$ cat src/rtl/spi_pc_pkg.sv
package spi_pc_pkg;

    localparam int REG_W = 8;

    localparam logic [1:0] ADDR_MODE = 2'd0;
    localparam logic [1:0] ADDR_PIN  = 2'd1;
    localparam logic [1:0] ADDR_DATA = 2'd2;

    typedef struct packed {
        logic sel_out_en;
        logic master;
        logic enable;
    } mode_t;

    typedef struct packed {
        logic fault_en;
        logic wire_oe;
        logic wait_stop;
        logic single_wire;
    } pinctl_t;

    typedef enum logic [1:0] {
        SS_FREE     = 2'd0,
        SS_IN_FAULT = 2'd1,
        SS_OUT      = 2'd2,
        SS_IN_SLAVE = 2'd3
    } ss_role_e;

    function automatic mode_t unpack_mode(input logic [REG_W-1:0] d);
        mode_t m;
        m.enable     = d[0];
        m.master     = d[1];
        m.sel_out_en = d[2];
        return m;
    endfunction

    function automatic logic [REG_W-1:0] pack_mode(input mode_t m);
        return {{(REG_W-3){1'b0}}, m.sel_out_en, m.master, m.enable};
    endfunction

    function automatic pinctl_t unpack_pin(input logic [REG_W-1:0] d);
        pinctl_t p;
        p.single_wire = d[0];
        p.wait_stop   = d[1];
        p.wire_oe     = d[3];
        p.fault_en    = d[4];
        return p;
    endfunction

    function automatic logic [REG_W-1:0] pack_pin(input pinctl_t p);
        return {{(REG_W-5){1'b0}}, p.fault_en, p.wire_oe, 1'b0, p.wait_stop, p.single_wire};
    endfunction

    function automatic ss_role_e ss_role(input mode_t m, input pinctl_t p);
        if (!m.master)         return SS_IN_SLAVE;
        else if (!p.fault_en)  return SS_FREE;
        else if (m.sel_out_en) return SS_OUT;
        else                   return SS_IN_FAULT;
    endfunction

endpackage

$ cat src/rtl/spi_sync.sv
module spi_sync #(
    parameter int    STAGES    = 2,
    parameter logic  RESET_VAL = 1'b0
) (
    input  logic clk,
    input  logic rst,
    input  logic d,
    output logic q
);
    logic [STAGES-1:0] chain;

    always_ff @(posedge clk) begin
        if (rst) chain <= {STAGES{RESET_VAL}};
        else     chain <= {chain[STAGES-2:0], d};
    end

    assign q = chain[STAGES-1];
endmodule

$ cat src/rtl/spi_ctrl_regs.sv
module spi_ctrl_regs
    import spi_pc_pkg::*;
(
    input  logic             clk,
    input  logic             rst,
    input  logic             bus_we,
    input  logic [1:0]       bus_addr,
    input  logic [REG_W-1:0] bus_wdata,
    input  logic             fault_set,
    output mode_t            mode_q,
    output pinctl_t          pin_q,
    output logic             ctl_abort,
    output logic             data_wr,
    output logic             fault_q
);
    pinctl_t pin_new;
    logic    pin_wr;
    logic    mode_wr;

    assign pin_new = unpack_pin(bus_wdata);
    assign pin_wr  = bus_we && (bus_addr == ADDR_PIN);
    assign mode_wr = bus_we && (bus_addr == ADDR_MODE);
    assign data_wr = bus_we && (bus_addr == ADDR_DATA);

    always_comb begin
        ctl_abort = 1'b0;
        if (pin_wr && mode_q.master) begin
            if (pin_new.fault_en != pin_q.fault_en)       ctl_abort = 1'b1;
            if (pin_new.single_wire != pin_q.single_wire) ctl_abort = 1'b1;
            if (pin_q.single_wire && (pin_new.wire_oe != pin_q.wire_oe))
                ctl_abort = 1'b1;
        end
    end

    always_ff @(posedge clk) begin
        if (rst) begin
            mode_q  <= '0;
            pin_q   <= '0;
            fault_q <= 1'b0;
        end else begin
            if (pin_wr)  pin_q  <= pin_new;
            if (mode_wr) mode_q <= unpack_mode(bus_wdata);
            if (fault_set) begin
                fault_q       <= 1'b1;
                mode_q.master <= 1'b0;
            end else if (mode_wr) begin
                fault_q <= 1'b0;
            end
        end
    end
endmodule

$ cat src/rtl/spi_shift_engine.sv
module spi_shift_engine #(
    parameter int DATA_W   = 8,
    parameter int HALF_DIV = 2
) (
    input  logic              clk,
    input  logic              rst,
    input  logic              enable,
    input  logic              master,
    input  logic              run,
    input  logic              start,
    input  logic [DATA_W-1:0] tx_data,
    input  logic              abort,
    input  logic              rx_in,
    input  logic              slave_sel,
    input  logic              sck_rise,
    input  logic              sck_fall,
    output logic              sck_out,
    output logic              tx_bit,
    output logic              busy,
    output logic              done_flag,
    output logic [DATA_W-1:0] rx_data
);
    localparam int HC_W  = (HALF_DIV > 1) ? $clog2(HALF_DIV) : 1;
    localparam int CNT_W = $clog2(DATA_W);

    logic [DATA_W-1:0] shreg;
    logic [HC_W-1:0]   hc;
    logic [CNT_W-1:0]  bitcnt;
    logic              rx_hold;
    logic [DATA_W-1:0] shifted;
    logic              last_bit;

    assign shifted  = {shreg[DATA_W-2:0], rx_hold};
    assign last_bit = (bitcnt == CNT_W'(DATA_W - 1));
    assign tx_bit   = shreg[DATA_W-1];

    always_ff @(posedge clk) begin
        if (rst) begin
            shreg     <= '0;
            hc        <= '0;
            bitcnt    <= '0;
            rx_hold   <= 1'b0;
            sck_out   <= 1'b0;
            busy      <= 1'b0;
            done_flag <= 1'b0;
            rx_data   <= '0;
        end else begin
            if (start) done_flag <= 1'b0;
            if (abort) begin
                busy    <= 1'b0;
                sck_out <= 1'b0;
                hc      <= '0;
                bitcnt  <= '0;
            end else if (start) begin
                shreg   <= tx_data;
                bitcnt  <= '0;
                hc      <= '0;
                sck_out <= 1'b0;
                busy    <= master && enable;
            end else if (master) begin
                if (busy && run) begin
                    if (hc == HC_W'(HALF_DIV - 1)) begin
                        hc <= '0;
                        if (!sck_out) begin
                            sck_out <= 1'b1;
                            rx_hold <= rx_in;
                        end else begin
                            sck_out <= 1'b0;
                            shreg   <= shifted;
                            if (last_bit) begin
                                busy      <= 1'b0;
                                done_flag <= 1'b1;
                                rx_data   <= shifted;
                                bitcnt    <= '0;
                            end else begin
                                bitcnt <= bitcnt + 1'b1;
                            end
                        end
                    end else begin
                        hc <= hc + 1'b1;
                    end
                end
            end else begin
                if (!slave_sel || !enable) begin
                    bitcnt <= '0;
                end else if (run) begin
                    if (sck_rise) rx_hold <= rx_in;
                    if (sck_fall) begin
                        shreg <= shifted;
                        if (last_bit) begin
                            done_flag <= 1'b1;
                            rx_data   <= shifted;
                            bitcnt    <= '0;
                        end else begin
                            bitcnt <= bitcnt + 1'b1;
                        end
                    end
                end
            end
        end
    end
endmodule

$ cat src/rtl/spi_pin_steer.sv
module spi_pin_steer
    import spi_pc_pkg::*;
(
    input  mode_t    mode_q,
    input  pinctl_t  pin_q,
    input  ss_role_e role,
    input  logic     busy,
    input  logic     sck_int,
    input  logic     tx_bit,
    input  logic     slave_sel,
    input  logic     mosi_i,
    input  logic     miso_i,
    output logic     rx_in,
    output logic     sck_o,
    output logic     sck_oe,
    output logic     mosi_o,
    output logic     mosi_oe,
    output logic     miso_o,
    output logic     miso_oe,
    output logic     ss_o,
    output logic     ss_oe
);
    always_comb begin
        sck_o   = 1'b0;
        sck_oe  = 1'b0;
        mosi_o  = 1'b0;
        mosi_oe = 1'b0;
        miso_o  = 1'b0;
        miso_oe = 1'b0;
        ss_o    = 1'b1;
        ss_oe   = 1'b0;
        rx_in   = 1'b0;
        if (mode_q.enable) begin
            if (mode_q.master) begin
                sck_o   = sck_int;
                sck_oe  = 1'b1;
                mosi_o  = tx_bit;
                mosi_oe = pin_q.single_wire ? pin_q.wire_oe : 1'b1;
                rx_in   = pin_q.single_wire ? mosi_i : miso_i;
                if (role == SS_OUT) begin
                    ss_oe = 1'b1;
                    ss_o  = !busy;
                end
            end else begin
                miso_o  = tx_bit;
                miso_oe = pin_q.single_wire ? pin_q.wire_oe : slave_sel;
                rx_in   = pin_q.single_wire ? miso_i : mosi_i;
            end
        end
    end
endmodule

$ cat src/rtl/spi_pinctl_unit.sv
module spi_pinctl_unit
    import spi_pc_pkg::*;
#(
    parameter int HALF_DIV    = 2,
    parameter int SYNC_STAGES = 2
) (
    input  logic             clk,
    input  logic             rst,
    input  logic             bus_we,
    input  logic [1:0]       bus_addr,
    input  logic [REG_W-1:0] bus_wdata,
    output logic [REG_W-1:0] bus_rdata,
    input  logic             wait_i,
    input  logic             sck_i,
    output logic             sck_o,
    output logic             sck_oe,
    input  logic             mosi_i,
    output logic             mosi_o,
    output logic             mosi_oe,
    input  logic             miso_i,
    output logic             miso_o,
    output logic             miso_oe,
    input  logic             ss_i,
    output logic             ss_o,
    output logic             ss_oe,
    output logic             busy,
    output logic             xfer_done,
    output logic             mode_fault
);
    mode_t            mode_q;
    pinctl_t          pin_q;
    ss_role_e         role;
    logic             ctl_abort;
    logic             data_wr;
    logic             fault_set;
    logic             ss_sync;
    logic             sck_sync;
    logic             sck_prev;
    logic             sck_rise;
    logic             sck_fall;
    logic             run;
    logic             rx_in;
    logic             sck_int;
    logic             tx_bit;
    logic [REG_W-1:0] rx_data;

    spi_sync #(.STAGES(SYNC_STAGES), .RESET_VAL(1'b1)) u_ss_sync (
        .clk(clk), .rst(rst), .d(ss_i), .q(ss_sync)
    );

    spi_sync #(.STAGES(SYNC_STAGES), .RESET_VAL(1'b0)) u_sck_sync (
        .clk(clk), .rst(rst), .d(sck_i), .q(sck_sync)
    );

    always_ff @(posedge clk) begin
        if (rst) sck_prev <= 1'b0;
        else     sck_prev <= sck_sync;
    end

    assign sck_rise  = sck_sync && !sck_prev;
    assign sck_fall  = !sck_sync && sck_prev;
    assign run       = !(pin_q.wait_stop && wait_i);
    assign role      = ss_role(mode_q, pin_q);
    assign fault_set = mode_q.enable && (role == SS_IN_FAULT) && !ss_sync;

    spi_ctrl_regs u_regs (
        .clk       (clk),
        .rst       (rst),
        .bus_we    (bus_we),
        .bus_addr  (bus_addr),
        .bus_wdata (bus_wdata),
        .fault_set (fault_set),
        .mode_q    (mode_q),
        .pin_q     (pin_q),
        .ctl_abort (ctl_abort),
        .data_wr   (data_wr),
        .fault_q   (mode_fault)
    );

    spi_shift_engine #(.DATA_W(REG_W), .HALF_DIV(HALF_DIV)) u_engine (
        .clk       (clk),
        .rst       (rst),
        .enable    (mode_q.enable),
        .master    (mode_q.master),
        .run       (run),
        .start     (data_wr),
        .tx_data   (bus_wdata),
        .abort     (ctl_abort || fault_set),
        .rx_in     (rx_in),
        .slave_sel (!ss_sync),
        .sck_rise  (sck_rise),
        .sck_fall  (sck_fall),
        .sck_out   (sck_int),
        .tx_bit    (tx_bit),
        .busy      (busy),
        .done_flag (xfer_done),
        .rx_data   (rx_data)
    );

    spi_pin_steer u_steer (
        .mode_q    (mode_q),
        .pin_q     (pin_q),
        .role      (role),
        .busy      (busy),
        .sck_int   (sck_int),
        .tx_bit    (tx_bit),
        .slave_sel (!ss_sync),
        .mosi_i    (mosi_i),
        .miso_i    (miso_i),
        .rx_in     (rx_in),
        .sck_o     (sck_o),
        .sck_oe    (sck_oe),
        .mosi_o    (mosi_o),
        .mosi_oe   (mosi_oe),
        .miso_o    (miso_o),
        .miso_oe   (miso_oe),
        .ss_o      (ss_o),
        .ss_oe     (ss_oe)
    );

    always_comb begin
        case (bus_addr)
            ADDR_MODE: bus_rdata = pack_mode(mode_q);
            ADDR_PIN:  bus_rdata = pack_pin(pin_q);
            ADDR_DATA: bus_rdata = rx_data;
            default:   bus_rdata = '0;
        endcase
    end
endmodule

$ cat config.mk
export PLATFORM = sky130hd
export DESIGN_NAME = spi_pinctl_unit
export DESIGN_NICKNAME = d
export VERILOG_FILES = /design/src/rtl/spi_pc_pkg.sv /design/src/rtl/spi_sync.sv /design/src/rtl/spi_ctrl_regs.sv /design/src/rtl/spi_shift_engine.sv /design/src/rtl/spi_pin_steer.sv /design/src/rtl/spi_pinctl_unit.sv
export SDC_FILE = /design/constraint.sdc
export NUM_CORES = 1
export LEC_CHECK = 0
export ABC_AREA = 1
export BUFFER_PORTS_ARGS = -buffer_cell sky130_fd_sc_hd__buf_4
export CAP_MARGIN = 10
export CORE_MARGIN = 8
export CORE_UTILIZATION = 55
export CTS_BUF_LIST = sky130_fd_sc_hd__clkbuf_16
export DETAILED_ROUTE_END_ITERATION = 12
export PLACE_DENSITY = 0.79
export SYNTH_ARGS = -nofsm -noshare
export SYNTH_HDL_FRONTEND = slang
export SYNTH_SLANG_ARGS = --single-unit
$ cat constraint.sdc
create_clock -name clk -period 2.09 [get_ports clk]
set_input_delay 0.418 -clock clk [delete_from_list [all_inputs] [get_ports clk]]
set_output_delay 0.418 -clock clk [all_outputs]
set_load 0.01 [all_outputs]
==> reports/qor.csv, run 1 <==
metric,value,unit
maximum vdd drop,0.4671,mV
Area contributors post-synth,"dfxtp_1, nand2_1, nor2_1",
"Net Count, Synth",320,
type of origin of the critical path,flop,
Setup TNS Final,0,ns
IO Port Bufs,36,
Placement Cell Area,2340,um2
Yosys top cell area share,36.91,%
Critical Path End Type,primary output,
pwr/cell area,652.4,nW/um2
ANT cells,0,
share of cells above drive strength 1,21.64,%
Die Y-Extent,76.41,um
CP cell instances,"nand2_2, inv_2, nand2_1, nor2_1, nand2_1, buf_4",
via-per-instance ratio,5.008,
Max-slew headroom,63.66,%
CTS Buf Count,5,
total I/O pin count,37,
Fin Hold WS,0.3201,ns
wire length per cell,12.63,um
largest net degree at the start of global routing,20,
Finish-stage setup viols,0,
remaining antenna violation count,0,
initial antenna violation count,0,
Max Clock Skew,0.004173,ns
syn avg cell area,6.690,um2
worst-path fanout max,7,
synth unique cells,30,
"delay-heaviest family, CP",simple AND/OR/NAND/NOR gates,
DRC viols,0,
First-pass DRT Iterations,4,
Final Total Pwr,1.613,mW
Flop pwr share,46.2,%
Cell Count Post-Placement,383,
RSZ-0062 raised after global routing,no,
slowest cell delay on critical path,0.49,ns
vias post-DR,1953,
synthesized flop and latch total,37,
CTS tree,yes,
"leading cell type in the layout, fill and taps excluded",nand2_1,
GP Congestion,0.8706,
maximum clock rate,0.4945,GHz
total routed wirelength,4.927,mm
Final Cycle Share,96.76,%
final layout net count,362,
Post-DP HPWL,3.728,mm
finished layout cell area,2472,um2
Switching Fraction,23.92,%
Synth Cell Area,2007,um2
Post-Syn Instances,300,
Worst Path Buf+Inv,2,
Sink Count,37,
Worst path slowest cell,dfxtp_1,
Final Hold Viols,0,
first-pass GRT wire length,8.659,mm
CP Data Required Time,1.67,ns
effective utilization at floorplan,56.08,%
total of max-cap violations,0,
critical path class,flop to primary output,
Die W,76.41,um
P_sw,0.3858,mW
P_int,1.227,mW
register area share after synthesis,36.91,%
die area,5838,um2
Gate power share,10.9,%
Hold Crit Class,input pin to flop,
"commonest non-fill, non-tap cells in the layout","nand2_1, nor2_1, buf_4",
clock slew at reported path FFs,0.05,ns
clk buf depth,2,
Yosys warning total,0,
root buf cell,clkbuf_16,
CP dominant cell by count,nand2_1,
gr ovfl total,0,
cts hold-fix bufs,0,
"Clk Latency, worst-skew pair",0.28,ns
post-CTS sizing,0,
crit path DAT,1.60,ns
vias in the first global route,1953,
outcome,"complete, no violations",
max-slew violations,0,
"area leader, netlist",dfxtp_1,
core area,3578,um2
GR Util All Layers,17.74,%
Site Rows,22,
Area growth syn-to-layout,23.19,%
setup bufs post-CTS,0,
Iter 0 DRT Violations,210,
H-tree depth,2,
worst-margin pin slew,0.5418,ns
P_leak,1.111,nW
Non-Filler Instances,390,
final worst path period need,2.022,ns
Clk pwr share,42.9,%
-- per-stage QoR --
| step | setup WS, ns | util (%) |
|---|---|---|
| floorplan | 0.5570 | - |
| global placement | 0.3595 | 65.38 |
| detailed placement | 0.3033 | 65.38 |
| CTS | 0.1050 | 69.09 |
| global route | 0.009283 | 69.09 |
| finish | 0.06770 | 69.09 |
-- power groups by stage --
stage / Clock, mW / Combinational, mW / Sequential, mW
after floorplan: 0 / 0.113 / 0.754
after global placement: 0 / 0.172 / 0.759
after detailed placement: 0 / 0.174 / 0.759
after CTS: 0.694 / 0.175 / 0.744
after global routing: 0.729 / 0.197 / 0.747
final: 0.693 / 0.175 / 0.745
-- synthesized netlist by cell type --
cell type	n
nand2_1	69
nor2_1	50
dfxtp_1	37
inv_1	36
o21ai_0	18
a21oi_1	14
nand3_1	12
nand3b_1	10
nand4_1	9
nor2_2	9
inv_2	5
clkbuf_1	4
buf_6	3
nand2_2	3
ha_1	2
nand3_2	2
nor3b_1	2
o221ai_1	2
or2_2	2
a211oi_1	1
and2_1	1
buf_1	1
buf_2	1
clkinv_1	1
nor2_4	1
nor2_8	1
nor3_1	1
nor3_2	1
o211ai_1	1
o22ai_4	1
-- final timing paths --
kind | from | to | slack (ns) | cells after the start
setup / recovery | u_regs.mode_q[1] | ss_o | 0.07 | 6
hold / removal | ss_i | u_ss_sync.chain[0] | 0.32 | 2
setup reg to reg | u_regs.mode_q[1] | u_engine.shreg[4] | 0.37 | 8
hold reg to reg | u_sck_sync.chain[0] | u_sck_sync.chain[1] | 0.40 | 2
-- logic make-up (layout without fill, tap and decap cells) --
family	Yosys count	after routing	synth area share, %
buf+inv	51	93	10.72
simple gates	173	173	40.52
compound gates	37	37	10.60
fa+ha+maj	2	2	1.247
flops	37	37	36.91
-- layer usage --
layer  wire, um  vias to the layer above  share of wire [%]  track usage, %
met5          0                        -                  0               0
met4         96                        0                1.9           6.731
met3        252                        9                5.1           4.953
met2       2273                       48                 46           28.88
met1       2304                      862                 47           21.56
li1           -                     1034                  -               -
-- flip-flops by register name, summed over array words and instances (netlist names) --
name                cells
u_sck_sync.chain        2
u_engine.shreg          8
u_regs.fault_q          1
u_engine.done_flag      1
sck_prev                1
u_ss_sync.chain         2
u_regs.pin_q            4
u_regs.mode_q           3
u_engine.bitcnt         3
u_engine.busy           1
u_engine.rx_hold        1
u_engine.hc             1
u_engine.rx_data        8
u_engine.sck_out        1
-- layout make-up --
type	instances	area (um2)
clock buffer	5	125.1
timing repair buffer	44	330.3
sequential	37	740.7
clock inverter	2	7.507
fill	314	1106
inverter	42	157.7
multi-input combinational	212	1051
tap	48	60.06
Power figures use the tool's default switching activity.
==> inputs of run 2 (changes only) <==
--- a/config.mk
+++ b/config.mk
@@ -6,12 +6,13 @@
 export NUM_CORES = 1
 export LEC_CHECK = 0
 export ABC_AREA = 1
-export BUFFER_PORTS_ARGS = -buffer_cell sky130_fd_sc_hd__buf_4
+export BUFFER_PORTS_ARGS = -buffer_cell sky130_fd_sc_hd__clkbuf_2
 export CAP_MARGIN = 10
 export CORE_MARGIN = 8
 export CORE_UTILIZATION = 55
 export CTS_BUF_LIST = sky130_fd_sc_hd__clkbuf_16
 export DETAILED_ROUTE_END_ITERATION = 12
+export HOLD_SLACK_MARGIN = 0.08
 export PLACE_DENSITY = 0.79
 export SYNTH_ARGS = -nofsm -noshare
 export SYNTH_HDL_FRONTEND = slang
==> reports/qor.csv, run 2 (same netlist as run 1, synthesis figures left out) <==
metric,value,unit,change
outcome,"complete, no violations",,
total of max-cap violations,0,,unchanged
CTS Buf Count,5,,unchanged
Site Rows,22,,unchanged
remaining antenna violation count,0,,unchanged
critical path class,flop to primary output,,
fin util,66.75,%,-2.3 points
pwr/cell area,673.2,nW/um2,+3.2%
cts hold-fix bufs,0,,unchanged
vias in the first global route,1980,,+1.4%
Critical Path End Type,primary output,,
P_int,1.222,mW,-0.43%
P_leak,1.091,nW,-1.8%
crit path DAT,1.47,ns,-0.13 ns
vias post-DR,2002,,+2.5%
Hold Crit Class,input pin to flop,,
Iter 0 DRT Violations,207,,-1.4%
largest net degree at the start of global routing,17,,-15%
die area,5838,um2,unchanged
max-slew violations,0,,unchanged
Switching Fraction,24.01,%,+0.091 points
"Clk Latency, worst-skew pair",0.28,ns,about the same
"leading cell type in the layout, fill and taps excluded",nand2_1,,
wire length per cell,12.46,um,-1.3%
CTS tree,yes,,
worst-path fanout max,7,,unchanged
final layout net count,362,,unchanged
root buf cell,clkbuf_16,,
Worst path slowest cell,dfxtp_1,,
Gate power share,10.3,%,-0.6 points
ANT cells,0,,unchanged
largest registers,"u_engine.rx_data: 8 flops, u_engine.shreg: 8 flops, u_regs.pin_q: 4 flops",,
Sink Count,37,,unchanged
CP dominant cell by count,nand2_1,,
maximum vdd drop,0.4415,mV,-5.5%
type of origin of the critical path,flop,,
IO Port Bufs,36,,unchanged
Max Clock Skew,0.004762,ns,+0.0005892 ns
clk buf depth,2,,unchanged
Setup TNS Final,0,ns,unchanged
via-per-instance ratio,5.120,,+2.2%
final worst path period need,1.883,ns,-0.1393 ns
clock slew at reported path FFs,0.05,ns,about the same
worst-margin pin slew,0.3479,ns,-0.1939 ns
setup bufs post-CTS,0,,unchanged
"commonest non-fill, non-tap cells in the layout","nand2_1, nor2_1, inv_1, dfxtp_1, clkbuf_2",,
Worst Path Buf+Inv,2,,unchanged
RSZ-0062 raised after global routing,no,,
core area,3578,um2,unchanged
Clk pwr share,43.4,%,+0.5 points
CP Data Required Time,1.67,ns,about the same
First-pass DRT Iterations,4,,unchanged
share of cells above drive strength 1,22.16,%,+0.52 points
H-tree depth,2,,unchanged
Flop pwr share,46.3,%,about the same
post-CTS sizing,0,,unchanged
Final Total Pwr,1.608,mW,-0.31%
Die Y-Extent,76.41,um,unchanged
first-pass GRT wire length,8.625,mm,-0.39%
Final Cycle Share,90.10,%,-6.7 points
Finish-stage setup viols,0,,unchanged
Max-slew headroom,76.66,%,+13 points
Area growth syn-to-layout,19.01,%,
total routed wirelength,4.873,mm,-1.1%
Die W,76.41,um,unchanged
total I/O pin count,37,,unchanged
CP cell instances,"nand2_2, inv_2, nand2_1, nor2_1, nand2_1, clkbuf_2",,
gr ovfl total,0,,unchanged
effective utilization at floorplan,56.08,%,unchanged
P_sw,0.3861,mW,about the same
Post-DP HPWL,3.810,mm,+2.2%
filler instances,344,,+9.6%
GP Congestion,0.8672,,-0.39%
initial antenna violation count,0,,unchanged
Final Hold Viols,0,,unchanged
slowest cell delay on critical path,0.49,ns,about the same
DRC viols,0,,unchanged
GR Util All Layers,17.56,%,-0.18 points
"delay-heaviest family, CP",flip-flops,,
maximum clock rate,0.5311,GHz,+7.4%
## run 2: metrics by stage
stage          instance area [um2]  setup WS [ns]  hold slack (ns)  cells
2_1_floorplan                 2007         0.5570           0.3883    300
3_3_place_gp                  2250         0.3750           0.3886    383
3_5_place_dp                  2250         0.3342           0.3954    383
4_1_cts                       2389         0.2072           0.3150    391
5_1_grt                       2389         0.1353           0.3218    391
6_report                      2389         0.2070           0.3171    391
## run 2: final cells by class
cell class / instances / area, um2 / area share, %
well taps: 48 / 60.06 / 2.514
flip-flops and latches: 37 / 740.7 / 31.01
clock buffers: 5 / 125.1 / 5.238
repair buffers: 44 / 240.2 / 10.06
multi-input cells: 212 / 1051 / 44.00
inverters: 42 / 157.7 / 6.600
clock inverters: 3 / 13.76 / 0.5762
## run 2: power by group through the flow
stage / clock network, mW / logic, mW / registers, mW
final: 0.698 / 0.165 / 0.745
after global routing: 0.734 / 0.188 / 0.746
after CTS: 0.709 / 0.165 / 0.744
after detailed placement: 0 / 0.164 / 0.759
after global placement: 0 / 0.161 / 0.759
after floorplan: 0 / 0.113 / 0.754
## run 2: per-layer routing
layer | share of wire [%] | vias up | GRT usage [%]
met5 | 0 | - | 0
met4 | 1.8 | 0 | 8.654
met3 | 7.2 | 7 | 4.009
met2 | 47 | 59 | 29.13
met1 | 44 | 905 | 20.70
li1 | - | 1031 | -
## run 2: path summary, 6_finish.rpt
| check | slack, ns | cells past startpoint | from | endpoint |
|---|---|---|---|---|
| min | 0.32 | 2 | ss_i | u_ss_sync.chain[0] |
| min reg2reg | 0.40 | 2 | u_sck_sync.chain[0] | u_sck_sync.chain[1] |
| max | 0.21 | 6 | u_regs.mode_q[1] | ss_o |
| max reg2reg | 0.36 | 9 | u_regs.pin_q[3] | u_engine.done_flag |
==> inputs of run 3 (changes only) <==
--- a/config.mk
+++ b/config.mk
@@ -8,6 +8,7 @@
 export ABC_AREA = 1
 export BUFFER_PORTS_ARGS = -buffer_cell sky130_fd_sc_hd__clkbuf_2
 export CAP_MARGIN = 10
+export CORE_ASPECT_RATIO = 1.25
 export CORE_MARGIN = 8
 export CORE_UTILIZATION = 55
 export CTS_BUF_LIST = sky130_fd_sc_hd__clkbuf_16
==> reports/qor.csv, run 3 (same netlist as run 1, synthesis figures left out) <==
metric,value,unit,change
CP Data Required Time,1.67,ns,about the same
ANT cells,0,,unchanged
via-per-instance ratio,5.208,,+1.7%
final layout net count,360,,-0.55%
clock slew at reported path FFs,0.05,ns,about the same
Max-slew headroom,66.61,%,-10 points
Worst Path Buf+Inv,2,,unchanged
fin util,68.00,%,+1.2 points
origin of the critical flop-to-flop path,u_regs.pin_q[0],,
gr ovfl total,0,,unchanged
total of max-cap violations,0,,unchanged
crit path DAT,1.53,ns,+0.06 ns
final worst path period need,1.945,ns,+0.06211 ns
R2R cell count,10,,+1
worst-margin pin slew,0.4978,ns,+0.1499 ns
First-pass DRT Iterations,4,,unchanged
initial antenna violation count,0,,unchanged
remaining antenna violation count,0,,unchanged
"leading cell type in the layout, fill and taps excluded",nand2_1,,
Max Clock Skew,0.001534,ns,-0.003228 ns
GR Util All Layers,18.08,%,+0.52 points
type of origin of the critical path,flop,,
GP Congestion,0.8666,,about the same
"Clk Latency, worst-skew pair",0.28,ns,about the same
maximum clock rate,0.5141,GHz,-3.2%
Post-DP HPWL,3.943,mm,+3.5%
first-pass GRT wire length,8.866,mm,+2.8%
DRC viols,0,,unchanged
core area,3483,um2,-2.7%
IO Port Bufs,36,,unchanged
effective utilization at floorplan,57.61,%,+1.5 points
Final Cycle Share,93.07,%,+3.0 points
largest net degree at the start of global routing,21,,+4
worst-path fanout max,7,,unchanged
largest registers,"u_engine.rx_data: 8 flops, u_engine.shreg: 8 flops, u_regs.pin_q: 4 flops",,
Setup TNS Final,0,ns,unchanged
CTS Buf Count,5,,unchanged
Site Rows,24,,+9.1%
wire length per cell,13.17,um,+5.7%
H-tree depth,2,,unchanged
"reg-to-reg slack, setup",0.27,ns,-0.09 ns
Critical R2R Capture,u_engine.shreg[6],,
CTS tree,yes,,
share of cells above drive strength 1,21.18,%,-0.98 points
Final Hold Viols,0,,unchanged
Final Total Pwr,1.594,mW,-0.87%
"commonest non-fill, non-tap cells in the layout","nand2_1, nor2_1, inv_1, dfxtp_1, clkbuf_2",,
Finish-stage setup viols,0,,unchanged
"delay-heaviest family, CP",simple AND/OR/NAND/NOR gates,,
Worst path slowest cell,dfxtp_1,,
final worst slack,0.1449,ns,-0.06211 ns
cts hold-fix bufs,0,,unchanged
Die Y-Extent,83.54,um,+9.3%
slowest cell delay on critical path,0.50,ns,about the same
Sink Count,37,,unchanged
outcome,"complete, no violations",,
total I/O pin count,37,,unchanged
setup bufs post-CTS,0,,unchanged
Die W,70.03,um,-8.3%
Iter 0 DRT Violations,122,,-41%
P_leak,1.082,nW,-0.83%
Hold Crit Class,input pin to flop,,
clk buf depth,2,,unchanged
Placement Setup Slack,0.3142,ns,-0.02002 ns
Hold Path Depth,2,,unchanged
Area growth syn-to-layout,18.02,%,
vias post-DR,1974,,-1.4%
CP cell instances,"nand2_2, inv_2, nand2_1, nor2_1, nand2_1, clkbuf_2",,
vias in the first global route,1993,,+0.66%
critical path class,flop to primary output,,
max-slew violations,0,,unchanged
Critical Path End Type,primary output,,
maximum vdd drop,0.7237,mV,+64%
root buf cell,clkbuf_16,,
Worst Hold Endpoint,u_ss_sync.chain[0],,
total routed wirelength,4.991,mm,+2.4%
pwr/cell area,673.1,nW/um2,about the same
critical hold path startpoint,ss_i,,
RSZ-0062 raised after global routing,no,,
die area,5850,um2,+0.21%
post-CTS sizing,0,,unchanged
CP dominant cell by count,nand2_1,,
==> run 3: cell types whose count changed in the layout (fill, tap and decap cells not counted) <==
cell	before	now
clkinv_2	2	0
clkinv_1	1	2
buf_4	8	5
buf_12	0	1
==> run 3: worst max path at each step <==
stage                     startpoint           endpoint  slack, ns  cells past startpoint
finish              u_regs.mode_q[1]               ss_o       0.14                      6
floorplan                     bus_we   u_engine.rx_hold       0.56                      9
global placement              wait_i  u_engine.shreg[0]       0.37                      9
CTS                 u_regs.mode_q[1]               ss_o       0.18                      6
global route        u_regs.mode_q[1]               ss_o       0.09                      6
detailed placement      bus_wdata[0]  u_engine.shreg[6]       0.31                     11
==> run 3: area by class of cell <==
type / instances / area [um2]
clock buffer: 5 / 125.1
clock inverter: 2 / 7.507
fill: 337 / 1115
inverter: 42 / 157.7
multi-input combinational: 212 / 1051
sequential: 37 / 740.7
tap: 39 / 48.80
timing repair buffer: 42 / 237.7
==> run 3: worst register-to-register path: stages (launching register included) <==
cell	delay, ns
dfxtp_1	0.40
inv_1	0.14
nand2_1	0.10
nand2_1	0.05
nor2_1	0.10
nand2_1	0.09
a21oi_1	0.23
buf_12	0.19
and2_1	0.29
nor2_1	0.09
nor2_2	0.08
==> run 3: where the power goes <==
| group | total (mW) | internal (mW) | switching [mW] |
|---|---|---|---|
| Sequential | 0.745 | 0.727 | 0.0176 |
| Combinational | 0.165 | 0.0620 | 0.103 |
| Clock | 0.685 | 0.426 | 0.259 |
==> run 3: through the flow <==
step                      instances  hold WS [ns]  cell area [um2]
after CTS                       379        0.3241             2369
final                           379        0.3279             2369
after floorplan                 300        0.3883             2007
after global routing            379        0.3325             2369
after detailed placement        372        0.4010             2236
after global placement          372        0.3908             2236
==> run 3: routing by layer <==
| layer | up-vias | track usage [%] | routed length, um |
|---|---|---|---|
| li1 | 1027 | - | - |
| met1 | 885 | 20.47 | 2202 |
| met2 | 54 | 31.06 | 2448 |
| met3 | 8 | 4.405 | 249 |
| met4 | 0 | 7.875 | 92 |
| met5 | - | 0 | 0 |
